==> config.mk <==
export PLATFORM = sky130hd
export DESIGN_NAME = tmr_timebase
export DESIGN_NICKNAME = d
export VERILOG_FILES = /design/src/rtl/tmr_pkg.sv /design/src/rtl/tmr_src_sel.sv /design/src/rtl/tmr_prescaler.sv /design/src/rtl/tmr_counter.sv /design/src/rtl/tmr_timebase.sv
export SDC_FILE = /design/constraint.sdc
export NUM_CORES = 1
export LEC_CHECK = 0
export BUFFER_PORTS_ARGS = -buffer_cell sky130_fd_sc_hd__buf_2
export CAP_MARGIN = 20
export CORE_AREA = 3 3 83 93
export DETAILED_ROUTE_END_ITERATION = 10
export DIE_AREA = 0 0 86 96
export GPL_TIMING_DRIVEN = 1
export SETUP_SLACK_MARGIN = 0.15
export SLEW_MARGIN = 20
export SYNTH_ARGS = -nofsm -noshare
export SYNTH_HDL_FRONTEND = slang
export SYNTH_SLANG_ARGS = --single-unit
==> constraint.sdc <==
create_clock -name clk_i -period 2.4 [get_ports clk_i]
set_clock_uncertainty 0.15 [all_clocks]
set_input_delay 0.72 -clock clk_i [delete_from_list [all_inputs] [get_ports clk_i]]
set_output_delay 0.72 -clock clk_i [all_outputs]
set_load 0.005 [all_outputs]
==> src/rtl/tmr_pkg.sv <==
package tmr_pkg;
  typedef enum logic [1:0] {
    SRC_OFF = 2'd0,
    SRC_SYS = 2'd1,
    SRC_FIX = 2'd2,
    SRC_EXT = 2'd3
  } src_sel_e;
endpackage

==> src/rtl/tmr_src_sel.sv <==
module tmr_src_sel
  import tmr_pkg::*;
#(
  parameter int SYNC_STAGES = 2
) (
  input  logic     clk_i,
  input  logic     rst_ni,
  input  src_sel_e sel_i,
  input  logic     fix_en_i,
  input  logic     ext_clk_i,
  output logic     src_tick_o
);
  localparam int SHR_W = SYNC_STAGES + 1;

  // stages [0..SYNC_STAGES-1] synchronize, last stage holds previous level
  logic [SHR_W-1:0] ext_shr_q;
  logic             ext_rise;

  always_ff @(posedge clk_i or negedge rst_ni) begin
    if (!rst_ni) ext_shr_q <= '0;
    else         ext_shr_q <= {ext_shr_q[SHR_W-2:0], ext_clk_i};
  end

  assign ext_rise = ext_shr_q[SYNC_STAGES-1] & ~ext_shr_q[SYNC_STAGES];

  always_comb begin
    unique case (sel_i)
      SRC_SYS: src_tick_o = 1'b1;
      SRC_FIX: src_tick_o = fix_en_i;
      SRC_EXT: src_tick_o = ext_rise;
      default: src_tick_o = 1'b0;
    endcase
  end

  AST_EXT_SINGLE_TICK: assert property (@(posedge clk_i) disable iff (!rst_ni)
    ext_rise |=> !ext_rise);
endmodule

==> src/rtl/tmr_prescaler.sv <==
module tmr_prescaler #(
  parameter int PS_W  = 3,
  parameter int SEL_W = 2
) (
  input  logic             clk_i,
  input  logic             rst_ni,
  input  logic             sync_clr_i,
  input  logic [PS_W-1:0]  ps_i,
  input  logic [SEL_W-1:0] sel_i,
  input  logic             src_tick_i,
  output logic             cnt_tick_o
);
  localparam int DIV_W = (1 << PS_W) - 1;

  logic [DIV_W-1:0] pcnt_q;
  logic [PS_W-1:0]  ps_q;
  logic [SEL_W-1:0] sel_q;
  logic [DIV_W-1:0] limit;
  logic             cfg_chg;
  logic             last;

  assign cfg_chg    = (ps_i != ps_q) | (sel_i != sel_q);
  assign limit      = DIV_W'((DIV_W'(1) << ps_i) - DIV_W'(1));
  assign last       = (pcnt_q == limit);
  assign cnt_tick_o = src_tick_i & last & ~cfg_chg & ~sync_clr_i;

  always_ff @(posedge clk_i or negedge rst_ni) begin
    if (!rst_ni) begin
      pcnt_q <= '0;
      ps_q   <= '0;
      sel_q  <= '0;
    end else begin
      ps_q  <= ps_i;
      sel_q <= sel_i;
      if (sync_clr_i || cfg_chg) pcnt_q <= '0;
      else if (src_tick_i)       pcnt_q <= last ? '0 : pcnt_q + DIV_W'(1);
    end
  end

  AST_PRESCALE_BOUND: assert property (@(posedge clk_i) disable iff (!rst_ni)
    ((DIV_W+1)'(pcnt_q) < ((DIV_W+1)'(1) << ps_q)));
endmodule

==> src/rtl/tmr_counter.sv <==
module tmr_counter #(
  parameter int CNT_W = 16
) (
  input  logic             clk_i,
  input  logic             rst_ni,
  input  logic             sync_clr_i,
  input  logic             cnt_tick_i,
  input  logic [CNT_W-1:0] init_i,
  input  logic [CNT_W-1:0] mod_i,
  output logic [CNT_W-1:0] count_o,
  output logic             wrap_o
);
  logic [CNT_W-1:0] count_q;
  logic             wrap_q;
  logic             reload;

  // also covers mod below start: count sits at start, above mod
  assign reload = (count_q >= mod_i);

  always_ff @(posedge clk_i or negedge rst_ni) begin
    if (!rst_ni) begin
      count_q <= '0;
      wrap_q  <= 1'b0;
    end else if (sync_clr_i) begin
      count_q <= init_i;
      wrap_q  <= 1'b0;
    end else begin
      wrap_q <= cnt_tick_i & reload;
      if (cnt_tick_i) count_q <= reload ? init_i : count_q + CNT_W'(1);
    end
  end

  assign count_o = count_q;
  assign wrap_o  = wrap_q;

  AST_WRAP_LOADS_START: assert property (@(posedge clk_i) disable iff (!rst_ni)
    wrap_o |-> (count_o == $past(init_i)));
  AST_CLR_LOADS_START: assert property (@(posedge clk_i) disable iff (!rst_ni)
    sync_clr_i |=> (count_o == $past(init_i)) && !wrap_o);
  AST_STEP_UP: assert property (@(posedge clk_i) disable iff (!rst_ni)
    (cnt_tick_i && !sync_clr_i && (count_o < mod_i)) |=>
      (count_o == $past(count_o) + CNT_W'(1)) && !wrap_o);
endmodule

==> src/rtl/tmr_timebase.sv <==
module tmr_timebase
  import tmr_pkg::*;
#(
  parameter int CNT_W       = 16,
  parameter int PS_W        = 3,
  parameter int SYNC_STAGES = 2
) (
  input  logic             clk_i,
  input  logic             rst_ni,
  input  logic             sync_clr_i,
  input  logic [1:0]       src_sel_i,
  input  logic [PS_W-1:0]  ps_i,
  input  logic             fix_en_i,
  input  logic             ext_clk_i,
  input  logic [CNT_W-1:0] init_i,
  input  logic [CNT_W-1:0] mod_i,
  output logic [CNT_W-1:0] count_o,
  output logic             wrap_o
);
  src_sel_e sel;
  logic     src_tick;
  logic     cnt_tick;

  assign sel = src_sel_e'(src_sel_i);

  tmr_src_sel #(.SYNC_STAGES(SYNC_STAGES)) i_src_sel (
    .clk_i     (clk_i),
    .rst_ni    (rst_ni),
    .sel_i     (sel),
    .fix_en_i  (fix_en_i),
    .ext_clk_i (ext_clk_i),
    .src_tick_o(src_tick)
  );

  tmr_prescaler #(.PS_W(PS_W), .SEL_W(2)) i_prescaler (
    .clk_i     (clk_i),
    .rst_ni    (rst_ni),
    .sync_clr_i(sync_clr_i),
    .ps_i      (ps_i),
    .sel_i     (src_sel_i),
    .src_tick_i(src_tick),
    .cnt_tick_o(cnt_tick)
  );

  tmr_counter #(.CNT_W(CNT_W)) i_counter (
    .clk_i     (clk_i),
    .rst_ni    (rst_ni),
    .sync_clr_i(sync_clr_i),
    .cnt_tick_i(cnt_tick),
    .init_i    (init_i),
    .mod_i     (mod_i),
    .count_o   (count_o),
    .wrap_o    (wrap_o)
  );

  AST_CFG_SWALLOWS_TICK: assert property (@(posedge clk_i) disable iff (!rst_ni)
    ((src_sel_i != $past(src_sel_i)) || (ps_i != $past(ps_i))) && !sync_clr_i
      |=> $stable(count_o) && !wrap_o);
  AST_OFF_HOLDS: assert property (@(posedge clk_i) disable iff (!rst_ni)
    (src_sel_i == 2'd0) && !sync_clr_i |=> $stable(count_o) && !wrap_o);
endmodule

==> metrics.txt <==
# TYPE chip_impl_metric gauge
chip_impl_metric{name="worst-slew-pin-transition",unit="ns"} 0.725
chip_impl_metric{name="start_util",unit=""} 0.344
chip_impl_metric{name="switching_power",unit="mW"} 0.635
chip_impl_info{name="reg2reg_to",value="i_counter.count_o[0]"} 1
chip_impl_metric{name="max_cap_violations",unit=""} 0
chip_impl_metric{name="postSynthRegisterBits",unit=""} 32
chip_impl_metric{name="cts.clk_slew.worst_paths",unit="ns"} 0.07
chip_impl_metric{name="grt_remaining_overflow",unit=""} 0
chip_impl_metric{name="crit_path_max_incr_delay",unit="ns"} 0.40
chip_impl_metric{name="sequentialPowerShare",unit=""} 0.328
chip_impl_metric{name="worstPathMaxFanout",unit=""} 6
chip_impl_metric{name="drt_pass1_iterations",unit=""} 4
chip_impl_metric{name="ys_seq_area_frac",unit=""} 0.336
chip_impl_info{name="hold_path_class",value="flip-flop to flip-flop"} 1
chip_impl_metric{name="area_added_between_synthesis_and_finish",unit="%"} 40.8
chip_impl_metric{name="switching_share",unit=""} 0.317
chip_impl_metric{name="post_synth_arst_share",unit=""} 1.00
chip_impl_info{name="synth_top_family_by_area",value="simple AND/OR/NAND/NOR gates"} 1
chip_impl_metric{name="report.final.slew_viol_count",unit=""} 0
chip_impl_metric{name="timing.fmax",unit="MHz"} 342
chip_impl_metric{name="ys_warn_count",unit=""} 0
chip_impl_info{name="post-synth-top-count-cell",value="inv_1"} 1
chip_impl_metric{name="power.internal",unit="mW"} 1.37
chip_impl_metric{name="final_cell_count_no_fill",unit=""} 465
chip_impl_metric{name="synth_compound_area_frac",unit=""} 0.177
chip_impl_metric{name="worst_slack",unit="ns"} -0.523
chip_impl_metric{name="cts_made_buffers",unit=""} 5
chip_impl_metric{name="mapped_avg_cell_area",unit="sq um"} 8.69
chip_impl_info{name="synthFlopType",value="dfrtp_1"} 1
chip_impl_metric{name="synthAdderAreaFrac",unit=""} 0.0998
chip_impl_metric{name="utilization",unit=""} 0.484
chip_impl_metric{name="period_needed",unit="ns"} 2.92
chip_impl_metric{name="wl",unit="microns"} 6050
chip_impl_metric{name="gp_congestion",unit=""} 0.799
chip_impl_metric{name="gr-usage-all-layers",unit=""} 0.153
chip_impl_metric{name="grt_pass1_wl",unit="microns"} 10200
chip_impl_metric{name="vdd_ir_drop_max",unit="uV"} 409
chip_impl_metric{name="number_of_cells_traversed_by_the_worst_hold_path",unit=""} 0
chip_impl_metric{name="insertion_delay",unit="ns"} 0.28
chip_impl_metric{name="drt.antenna.violating_nets",unit=""} 0
chip_impl_metric{name="core_area",unit="sq um"} 6930
chip_impl_info{name="hold_start",value="i_src_sel.ext_shr_q[0]"} 1
chip_impl_info{name="criticalPathCategory",value="primary input to flip-flop"} 1
chip_impl_metric{name="die_y",unit="microns"} 96
chip_impl_metric{name="level_count_of_the_clock_h_tree",unit=""} 2
chip_impl_metric{name="share_comb_of_total_power",unit=""} 0.388
chip_impl_info{name="most_common_cell_type_on_the_critical_path",value="buf_6"} 1
chip_impl_metric{name="nNetsFinal",unit=""} 440
chip_impl_metric{name="grt_antenna_before_repair",unit=""} 0
chip_impl_info{name="synth.largest_area_cell",value="dfrtp_1"} 1
chip_impl_metric{name="postSynthNetCount",unit=""} 335
chip_impl_info{name="path_delay_family",value="simple AND/OR/NAND/NOR gates"} 1
chip_impl_metric{name="dr.first_iter.drc_count",unit=""} 156
chip_impl_info{name="worstSetupStartpointType",value="primary input"} 1
chip_impl_metric{name="synth-edff-count",unit=""} 0
chip_impl_metric{name="p_leak",unit="nW"} 1.71
chip_impl_metric{name="crit_path_buf_inv_count",unit=""} 5
chip_impl_metric{name="ctsHoldBuffers",unit=""} 0
chip_impl_metric{name="syn_inst",unit=""} 274
chip_impl_info{name="cell_by_cell_listing_of_the_critical_path",value="buf_6, or3b_4, ha_4, buf_6, o211a_1, a221oi_2, buf_4, o41ai_4, buf_6, buf_6, nor3b_2, or3_1"} 1
chip_impl_metric{name="final_power",unit="mW"} 2.00
chip_impl_metric{name="critical_path_arrival",unit="ns"} 2.93
chip_impl_metric{name="grt_max_degree",unit=""} 33
chip_impl_metric{name="portBuffers",unit=""} 58
chip_impl_info{name="critPathSlowestCell",value="or3b_4"} 1
chip_impl_info{name="outcome",value="complete, but fails checks"} 1
chip_impl_metric{name="core.rowCount",unit=""} 32
chip_impl_metric{name="dp.cells",unit=""} 449
chip_impl_metric{name="reg2reg_depth",unit=""} 7
chip_impl_metric{name="n_antenna_cell",unit=""} 0
chip_impl_info{name="netlist_top_cells_count",value="34 x inv_1, 32 x dfrtp_1, 25 x nand2_1"} 1
chip_impl_metric{name="grt_pass1_vias",unit=""} 2226
chip_impl_metric{name="relSlewSlack",unit=""} 0.516
chip_impl_info{name="min_to",value="i_src_sel.ext_shr_q[1]"} 1
chip_impl_metric{name="finalHoldViolCount",unit=""} 0
chip_impl_metric{name="clock_tree.buffer_depth",unit=""} 2
chip_impl_metric{name="synthSimpleGateAreaFrac",unit=""} 0.200
chip_impl_metric{name="mappedNetlistArea",unit="sq um"} 2380
chip_impl_metric{name="num_vias",unit=""} 2334
chip_impl_metric{name="num-fill-cells",unit=""} 678
chip_impl_metric{name="synth_top_area_share",unit=""} 0.336
chip_impl_metric{name="yosys-mux-area-fraction",unit=""} 0.0673
chip_impl_metric{name="place.detailed.hpwl",unit="microns"} 4740
chip_impl_metric{name="worstPathRequired",unit="ns"} 2.41
chip_impl_metric{name="width_of_the_chip",unit="microns"} 86
chip_impl_metric{name="remaining_drc_errors",unit=""} 0
chip_impl_metric{name="routed_wire_length_per_instance",unit="microns"} 13.0
chip_impl_metric{name="power.density",unit="nW/um^2"} 597
chip_impl_metric{name="yosys.cell_types.count",unit=""} 43
chip_impl_metric{name="yosys.area_share.xor_xnor",unit=""} 0.0405
chip_impl_metric{name="reg2reg_slack",unit="ns"} 0.04
chip_impl_metric{name="die_area",unit="sq um"} 8260
chip_impl_metric{name="p_clk_frac",unit=""} 0.284
chip_impl_metric{name="final_layout_size_suffix_gt1_frac",unit=""} 0.361
chip_impl_info{name="tritoncts",value="done"} 1
chip_impl_metric{name="fin_setup_tns",unit="ns"} -10.37
chip_impl_info{name="setup_repair_after_global_routing_missed_its_margin",value="true"} 1
chip_impl_info{name="cts.root.buffer_cell",value="clkbuf_8"} 1
chip_impl_metric{name="report.final.setup_viol",unit=""} 24
chip_impl_metric{name="route.detailed.vias_per_inst",unit=""} 5.02
chip_impl_metric{name="min_period_over_period",unit=""} 1.22
chip_impl_info{name="r2r_path_start",value="i_counter.count_o[11]"} 1
chip_impl_info{name="violations",value="negative setup slack"} 1
chip_impl_info{name="yosys-top-cells-area",value="dfrtp_1 34%, ha_1 10%, mux2i_1 6.7%"} 1
chip_impl_info{name="setup.worst_path.end_class",value="flip-flop"} 1
chip_impl_metric{name="io-pin-count",unit=""} 59
chip_impl_metric{name="cts.sinks",unit=""} 32
==> sequential cells by signal, indices dropped and copies added (netlist names) <==
register	count
i_src_sel.ext_shr_q	3
i_prescaler.ps_q	3
i_counter.wrap_o	1
i_prescaler.sel_q	2
i_prescaler.pcnt_q	7
i_counter.count_o	16
==> worst max-delay path by stage <==
stage	startpoint	endpoint	cells past startpoint
final	ps_i[2]	i_counter.count_o[0]	12
after detailed placement	ps_i[1]	i_counter.count_o[0]	10
after CTS	ps_i[2]	i_counter.count_o[0]	10
after global placement	ps_i[1]	i_counter.count_o[5]	10
after global routing	ps_i[2]	i_counter.count_o[14]	11
after floorplan	ps_i[1]	i_counter.count_o[0]	9
==> placed cells by master, fill, tap and decap left out, types with 2 or more instances in the layout <==
master,Yosys,layout
xor2_1,6,6
o21ai_0,19,7
nand4_1,4,4
a31oi_1,5,5
buf_2,4,55
o21ai_1,6,10
nor2_1,14,13
xnor2_1,5,4
nand3_1,10,10
ha_1,19,18
a22oi_1,14,13
a21oi_1,6,5
dfrtp_1,32,32
or3b_4,0,2
and3_1,7,7
nor3_1,6,6
buf_4,1,43
nand4bb_1,2,2
o211ai_1,5,5
and2_1,4,4
nor2b_1,2,2
mux2i_1,16,16
inv_1,34,34
o21ai_2,0,8
nand2b_1,4,4
buf_6,2,9
a211oi_1,2,2
clkbuf_8,0,7
or3_1,2,2
nand2_1,25,24
==> through the flow <==
stage / hold WS (ns) / instance area (sq um) / setup slack [ns]
floorplan: 0.181 / 2440 / -0.687
global placement: 0.189 / 3060 / -0.843
detailed placement: 0.188 / 3060 / -0.944
CTS: 0.203 / 3270 / -0.580
global route: 0.233 / 3350 / -0.589
finish: 0.201 / 3350 / -0.523
==> final cells by class <==
| class | count | area [sq um] | share of cell area |
|---|---|---|---|
| well taps | 85 | 106 | 0.0317 |
| repair buffers | 108 | 714 | 0.213 |
| flip-flops and latches | 32 | 801 | 0.239 |
| clock buffers | 7 | 96.3 | 0.0287 |
| multi-input cells | 198 | 1480 | 0.440 |
| inverters | 34 | 128 | 0.0381 |
| clock inverters | 1 | 30.0 | 0.00896 |
==> cells by family (layout without fill, tap and decap cells) <==
logic type      after synthesis  after routing
simple gates                 89             89
buf+inv                      44            150
xor+xnor                     11             11
flops                        32             32
fa+ha+maj                    19             19
compound gates               63             63
mux                          16             16
==> metal layers <==
metal	up-vias	GRT usage	share of wire
met5	-	0	0
met2	46	0.265	0.50
met4	0	0.0343	0.0076
met1	1094	0.197	0.46
li1	1186	-	-
met3	8	0.0300	0.038
==> worst register-to-register path: stages (launching register included) <==
cell and delay, ns:
dfrtp_1 0.40, ha_1 0.30, a211oi_1 0.27, o211ai_1 0.15
a41oi_1 0.28, o21ai_2 0.13, and3_1 0.19, or3_1 0.37
==> what timing repair did <==
item                       CTS  global route
resized for setup           21             9
setup endpoints to repair   24            24
pin swaps                   12            10
buffers inserted             2             6
==> power groups by stage <==
stage	clock network, mW	logic, mW	registers, mW
2_1_floorplan	0	0.374	0.686
3_3_place_gp	0	0.714	0.669
3_5_place_dp	0	0.730	0.668
4_1_cts	0.574	0.758	0.658
5_1_grt	0.605	0.872	0.666
6_report	0.569	0.776	0.657
Note: power is estimated with default switching activity, not from simulation.
